**src/rtl/cic_pkg.sv**
```systemverilog
package cic_pkg;

  // Accumulator width needed for exact comb output.
  function automatic int acc_width(int in_w, int order, int decim);
    return in_w + order * $clog2(decim);
  endfunction

  // DC gain M^K of the filter.
  function automatic longint dc_gain(int decim, int order);
    longint g;
    g = 1;
    for (int i = 0; i < order; i++) g = g * decim;
    return g;
  endfunction

  // Sign-extend an input sample to accumulator width (no clipping).
  function automatic logic [63:0] sext64(logic [63:0] v, int w);
    logic [63:0] r;
    r = v;
    for (int i = 0; i < 64; i++)
      if (i >= w) r[i] = v[w-1];
    return r;
  endfunction

endpackage

```
**src/rtl/cic_integ_chain.sv**
```systemverilog
module cic_integ_chain #(
  parameter int ORDER = 3,
  parameter int ACC_W = 31
) (
  input  logic             clk,
  input  logic             rst,
  input  logic             step,
  input  logic [ACC_W-1:0] ext_in,
  output logic [ACC_W-1:0] chain_out
);
  logic [ORDER:0][ACC_W-1:0] sums;

  assign sums[0] = ext_in;

  for (genvar k = 0; k < ORDER; k++) begin : stage
    logic [ACC_W-1:0] acc_q;
    // each stage adds the freshly updated value of the previous one
    assign sums[k+1] = acc_q + sums[k];
    always_ff @(posedge clk) begin
      if (rst)       acc_q <= '0;
      else if (step) acc_q <= sums[k+1];
    end
  end

  assign chain_out = sums[ORDER];
endmodule

```
**src/rtl/cic_comb_chain.sv**
```systemverilog
module cic_comb_chain #(
  parameter int ORDER = 3,
  parameter int ACC_W = 31
) (
  input  logic             clk,
  input  logic             rst,
  input  logic             fire,
  input  logic [ACC_W-1:0] din,
  output logic             dout_valid,
  output logic [ACC_W-1:0] dout
);
  logic [ORDER:0][ACC_W-1:0] diffs;

  assign diffs[0] = din;

  for (genvar k = 0; k < ORDER; k++) begin : stage
    logic [ACC_W-1:0] dly_q;
    assign diffs[k+1] = diffs[k] - dly_q;
    always_ff @(posedge clk) begin
      if (rst)       dly_q <= '0;
      else if (fire) dly_q <= diffs[k];
    end
  end

  always_ff @(posedge clk) begin
    if (rst) begin
      dout_valid <= 1'b0;
      dout       <= '0;
    end else begin
      dout_valid <= fire;
      if (fire) dout <= diffs[ORDER];
    end
  end
endmodule

```
**src/rtl/cic_norm_div.sv**
```systemverilog
module cic_norm_div #(
  parameter int     ACC_W   = 31,
  parameter longint DIVISOR = 15625,
  parameter int     DIV_W   = 14
) (
  input  logic             clk,
  input  logic             rst,
  input  logic             in_valid,
  input  logic [ACC_W-1:0] dividend,
  output logic             out_valid,
  output logic [ACC_W-1:0] quotient
);
  localparam logic [DIV_W:0] DV = (DIV_W+1)'(DIVISOR);

  // stage 0: split sign and magnitude
  logic             vld0_q, sgn0_q;
  logic [ACC_W-1:0] mag0_q;

  always_ff @(posedge clk) begin
    if (rst) vld0_q <= 1'b0;
    else     vld0_q <= in_valid;
    sgn0_q <= dividend[ACC_W-1];
    mag0_q <= dividend[ACC_W-1] ? (~dividend + 1'b1) : dividend;
  end

  // one restoring quotient bit per stage
  for (genvar k = 0; k < ACC_W; k++) begin : stg
    logic [DIV_W-1:0] rem_in;
    logic [ACC_W-1:0] num_in;
    logic             sgn_in, vld_in;
    logic [DIV_W:0]   trial;
    logic             take;
    logic [ACC_W-1:0] num_q;
    logic             sgn_q, vld_q;

    if (k == 0) begin : head
      assign rem_in = '0;
      assign num_in = mag0_q;
      assign sgn_in = sgn0_q;
      assign vld_in = vld0_q;
    end else begin : link
      assign rem_in = stg[k-1].keep.rem_q;
      assign num_in = stg[k-1].num_q;
      assign sgn_in = stg[k-1].sgn_q;
      assign vld_in = stg[k-1].vld_q;
    end

    assign trial = {rem_in, num_in[ACC_W-1]};
    assign take  = (trial >= DV);

    always_ff @(posedge clk) begin
      if (rst) vld_q <= 1'b0;
      else     vld_q <= vld_in;
      num_q <= {num_in[ACC_W-2:0], take};
      sgn_q <= sgn_in;
    end

    if (k < ACC_W - 1) begin : keep
      logic [DIV_W-1:0] rem_q;
      always_ff @(posedge clk)
        rem_q <= take ? DIV_W'(trial - DV) : trial[DIV_W-1:0];
    end
  end

  // final stage: restore sign
  always_ff @(posedge clk) begin
    if (rst) out_valid <= 1'b0;
    else     out_valid <= stg[ACC_W-1].vld_q;
    quotient <= stg[ACC_W-1].sgn_q ? (~stg[ACC_W-1].num_q + 1'b1)
                                   : stg[ACC_W-1].num_q;
  end
endmodule

```
**src/rtl/cic_decim.sv**
```systemverilog
module cic_decim
  import cic_pkg::*;
#(
  parameter  int IN_W    = 16,
  parameter  int ORDER   = 3,
  parameter  int DECIM   = 25,
  parameter  bit NORM_EN = 1'b1,
  localparam int ACC_W   = acc_width(IN_W, ORDER, DECIM)
) (
  input  logic             clk,
  input  logic             rst,
  input  logic             in_valid,
  input  logic [IN_W-1:0]  in_data,
  output logic             raw_valid,
  output logic [ACC_W-1:0] raw_data,
  output logic             norm_valid,
  output logic [ACC_W-1:0] norm_data
);
  localparam int     CNT_W = $clog2(DECIM);
  localparam longint GAIN  = dc_gain(DECIM, ORDER);
  localparam int     DIV_W = $clog2(GAIN + 1);

  logic [CNT_W-1:0] phase_q;
  logic             dump;
  logic [ACC_W-1:0] ext_in, integ_out;

  assign ext_in = {{(ACC_W-IN_W){in_data[IN_W-1]}}, in_data};
  assign dump   = in_valid && (phase_q == CNT_W'(DECIM - 1));

  always_ff @(posedge clk) begin
    if (rst)           phase_q <= '0;
    else if (in_valid) phase_q <= dump ? '0 : phase_q + 1'b1;
  end

  cic_integ_chain #(.ORDER(ORDER), .ACC_W(ACC_W)) u_integ (
    .clk(clk), .rst(rst), .step(in_valid), .ext_in(ext_in),
    .chain_out(integ_out)
  );

  cic_comb_chain #(.ORDER(ORDER), .ACC_W(ACC_W)) u_comb (
    .clk(clk), .rst(rst), .fire(dump), .din(integ_out),
    .dout_valid(raw_valid), .dout(raw_data)
  );

  if (NORM_EN) begin : g_norm
    cic_norm_div #(.ACC_W(ACC_W), .DIVISOR(GAIN), .DIV_W(DIV_W)) u_div (
      .clk(clk), .rst(rst), .in_valid(raw_valid), .dividend(raw_data),
      .out_valid(norm_valid), .quotient(norm_data)
    );
  end else begin : g_raw_only
    assign norm_valid = 1'b0;
    assign norm_data  = '0;
  end
endmodule

```
**config.mk**
```make
export PLATFORM = sky130hd
export DESIGN_NAME = cic_decim
export DESIGN_NICKNAME = d
export VERILOG_FILES = /design/src/rtl/cic_pkg.sv /design/src/rtl/cic_integ_chain.sv /design/src/rtl/cic_comb_chain.sv /design/src/rtl/cic_norm_div.sv /design/src/rtl/cic_decim.sv
export SDC_FILE = /design/constraint.sdc
export NUM_CORES = 2
export LEC_CHECK = 0
export ABC_AREA = 1
export BUFFER_PORTS_ARGS = -buffer_cell sky130_fd_sc_hd__buf_2
export CORE_ASPECT_RATIO = 1.1
export CORE_MARGIN = 2
export CORE_UTILIZATION = 45
export DETAILED_ROUTE_END_ITERATION = 7
export GPL_ROUTABILITY_DRIVEN = 1
export GPL_TIMING_DRIVEN = 0
export PLACE_DENSITY_LB_ADDON = 0.08
export SLEW_MARGIN = 5
export SYNTH_ARGS = -nofsm -noshare
export SYNTH_HDL_FRONTEND = slang
export SYNTH_SLANG_ARGS = --single-unit
```
**constraint.sdc**
```tcl
create_clock -name clk -period 12.5 [get_ports clk]
set_input_delay 2.5 -clock clk [delete_from_list [all_inputs] [get_ports clk]]
set_output_delay 2.5 -clock clk [all_outputs]
set_load 0.01 [all_outputs]
```
==> summary.txt <==
Run status
  • Result of the run: completed

Timing
  • Post-layout worst setup margin: 954.5 ps
  • Worst max-slew margin expressed relative to the limit: 25.85%
  • Unrepaired setup endpoints after global routing: false
  • Final total negative setup slack: 0 ps
  • Number of failing setup endpoints in the final timing report: 0
  • Skew final: 31.39 ps
  • Worst-Margin Slew: 1098 ps
  • Fmax: 0.08661 GHz
  • Number of hold violations in the final report: 0
  • Minimum period implied by the final worst setup slack: 11550 ps
  • Final Max Tran Viols: 0
  • Tcrit/Tclk final: 92.36%

Clock tree
  • Clock buffer depth: 3
  • Number of buffers created by CTS: 133
  • Clock tree from TritonCTS: built
  • Library cell used as clock root buffer: sky130_fd_sc_hd__clkbuf_16
  • Hold_buf cts: 0
  • CTS clock-pin slew for the worst setup and hold paths: 60 ps
  • Worst-Skew Late Latency: 740 ps
  • TritonCTS sink count: 1315
  • CTS H-tree lvls: 4

Synthesis
  • Commonest cells post-synth: 1315 x sky130_fd_sc_hd__dfxtp_1, 664 x sky130_fd_sc_hd__inv_1, 643 x sky130_fd_sc_hd__nand2_1, 379 x sky130_fd_sc_hd__nor2_1, 278 x sky130_fd_sc_hd__xor2_1
  • Total standard cell area after synthesis: 45490 µm²
  • Most common cell in the netlist: sky130_fd_sc_hd__dfxtp_1
  • Part of the Yosys area used for sequential elements: 57.87%
  • Yosys top cell area share: 57.87%
  • Cells after Synth: 4779
  • Dominant cells by area after synthesis: sky130_fd_sc_hd__dfxtp_1 58%, sky130_fd_sc_hd__ha_1 6.0%, sky130_fd_sc_hd__inv_1 5.5%, sky130_fd_sc_hd__xor2_1 5.4%, sky130_fd_sc_hd__nand2_1 5.3%
  • Flop and latch count out of synthesis: 1315
  • Number of enable flip-flop cells after synthesis: 0
  • Most instantiated flip-flop cell in the synthesis netlist: sky130_fd_sc_hd__dfxtp_1
  • Average instance area after synthesis: 9.519 µm²
  • Cell type with the largest total area after synthesis: sky130_fd_sc_hd__dfxtp_1
  • Warning count from the yosys run: 0
  • Number of distinct library cells after synthesis: 59
  • Share of flip-flops with an asynchronous set or reset after synthesis: 0%
  • Synthesized Nets: 5022

Place
  • Final estimated routing congestion in global placement: 0.8506
  • Buffers on Ports: 81
  • Final HPWL from detailed placement: 61320 µm
  • Placed Instance Area: 47520 µm²
  • Worst slack, placed: -409.4 ps

Die
  • Number of core rows: 122
  • Boundary pin count: 83
  • Initial core utilization: 45.29%
  • Placeable core area: 100400 µm²
  • Die outline width: 307.2 µm
  • Height of the die: 337.5 µm
  • Die Footprint: 103700 µm²

Global routing
  • Number of global-route vias before repair: 28.44k
  • GRT Total Usage: 16.39%
  • Wire length of the first global-routing pass: 138300 µm
  • Congestion Overflow GR: 0
  • Largest net degree at the start of global routing: 17
  • Initial antenna violation count: 0

Layout
  • Layout area overhead: 14.55%
  • Share of cells above drive strength 1: 7.399%
  • Post-layout instance area: 52110 µm²
  • Final #Nets: 5238

Worst setup path
  • RR Startpoint: u_integ.stage[0].acc_q[0]$_SDFFE_PP0P_
  • CP Launch Point: in_data[2]
  • Worst EP required: 13110 ps
  • Maximum single-stage delay on the critical path: 400 ps
  • Sort of element at the start of the critical path: input pin
  • Worst EP arrival: 12160 ps
  • Critical-path cell with the highest stage delay: sky130_fd_sc_hd__ha_1
  • Worst Path Max Fanout: 6
  • Crit path capture type: register
  • Start-to-end type of the worst setup path: in -> reg

Detailed routing
  • Router iterations before antenna repair: 5
  • Average detailed-routed wire length per instance: 13.00 µm
  • Vias: 29.63k
  • Number of DRC markers after the initial detailed-route iteration: 1506
  • Number of vias per cell after detailed routing: 4.631
  • Number of routed nets with antenna violations: 0
  • DR DRC count: 0
  • Total wire length: 83200 µm

Hold path
  • Startpoint of the worst hold path: g_norm.u_div.stg[7].num_q[14]$_DFF_P_
  • Worst hold path class: reg -> reg

Flow run
  • Number of max-cap violations: 0
==> routing by layer <==
metal / wire (µm) / share of wire [%] / track usage [%]
met1: 38590 / 46 / 20.44
met2: 39310 / 47 / 28.33
met3: 3296 / 4.0 / 3.059
met4: 1993 / 2.4 / 5.781
met5: 0 / 0 / 0
==> logic make-up (layout without fill, tap and decap cells) <==
logic type	Yosys count	in the layout	share of synthesized area (%)
AOI/OAI and AO/OA	764	764	9.638
xor gates and xnor gates	405	405	7.798
adders and majority gates	224	224	6.260
buffers and inverters	749	1065	6.197
DFF	1315	1315	57.87
other	0	1	0
and+or+nand+nor	1322	1322	12.24
==> critical path: cells and delay by family <==
kind | cells | cell delay [ps]
and+or+nand+nor | 17 | 2150
buffers and inverters | 7 | 580
xor gates and xnor gates | 5 | 1200
AOI/OAI and AO/OA | 17 | 3560
adders and majority gates | 6 | 2180
==> final timing paths <==
| check | to | slack, ps | depth (start not counted) |
|---|---|---|---|
| max reg2reg | u_comb.dout[30]$_SDFFE_PP0P_ | 2540 | 53 |
| min reg2reg | g_norm.u_div.stg[8].num_q[15]$_DFF_P_ | 310 | 0 |
| min | g_norm.u_div.stg[8].num_q[15]$_DFF_P_ | 310 | 0 |
| max | u_comb.dout[30]$_SDFFE_PP0P_ | 950 | 52 |
==> registers in the layout (all words and copies together), names as in the netlist, 2 cells and up <==
name,cells
u_comb.dout,31
g_norm.u_div.stg.sgn_q,30
g_norm.u_div.stg.vld_in,2
u_comb.stage.dly_q,93
u_integ.stage.acc_q,93
g_norm.u_div.stg.num_q,615
g_norm.u_div.stg.vld_q,30
phase_q,5
g_norm.u_div.stg.num_in,21
g_norm.u_div.stg.rem_in,10
g_norm.u_div.stg.keep.rem_q,319
g_norm.u_div.quotient,31
g_norm.u_div.mag0_q,31
==> through the flow <==
stage / util, % / instances / hold slack (ps)
3_3_place_gp: 47.32 / 6162 / 309.5
5_1_grt: 51.88 / 6397 / 312.9
3_5_place_dp: 47.32 / 6162 / 312.1
4_1_cts: 51.85 / 6397 / 316.2
6_report: 51.88 / 6398 / 309.7
2_1_floorplan: - / 4779 / 309.6
==> cell usage in the layout, fill, tap and decap left out, drive strengths merged, types with 16 or more instances in the layout <==
| cell type | count |
|---|---|
| a21boi | 16 |
| a21oi | 276 |
| a31oi | 25 |
| buf | 94 |
| clkbuf | 254 |
| clkinv | 28 |
| dfxtp | 1315 |
| ha | 218 |
| inv | 672 |
| nand2 | 653 |
| nand3 | 145 |
| nand4 | 51 |
| nor2 | 380 |
| nor3 | 41 |
| nor4 | 31 |
| o211ai | 31 |
| o21ai | 291 |
| o22ai | 49 |
| xnor2 | 127 |
| xor2 | 278 |
==> layout make-up <==
| class | instances | area, µm² |
|---|---|---|
| fillers | 9397 | 48330 |
| flip-flops and latches | 1315 | 26330 |
| multi-input cells | 2715 | 16370 |
| clock buffers | 183 | 3841 |
| inverters | 665 | 2496 |
| well taps | 1302 | 1629 |
| clock inverters | 52 | 714.4 |
| repair buffers | 81 | 405.4 |
| plain buffers | 84 | 322.8 |
| diodes | 1 | 2.502 |
==> what timing repair did <==
item                                    4_1_cts  5_1_grt
buffers inserted                              0        0
endpoints found under the setup margin        0        1
resized for setup                             0       10
Power is left out: the tool's default activity adds up to more than one toggle a clock period on the data nets, which glitch-free logic cannot reach.
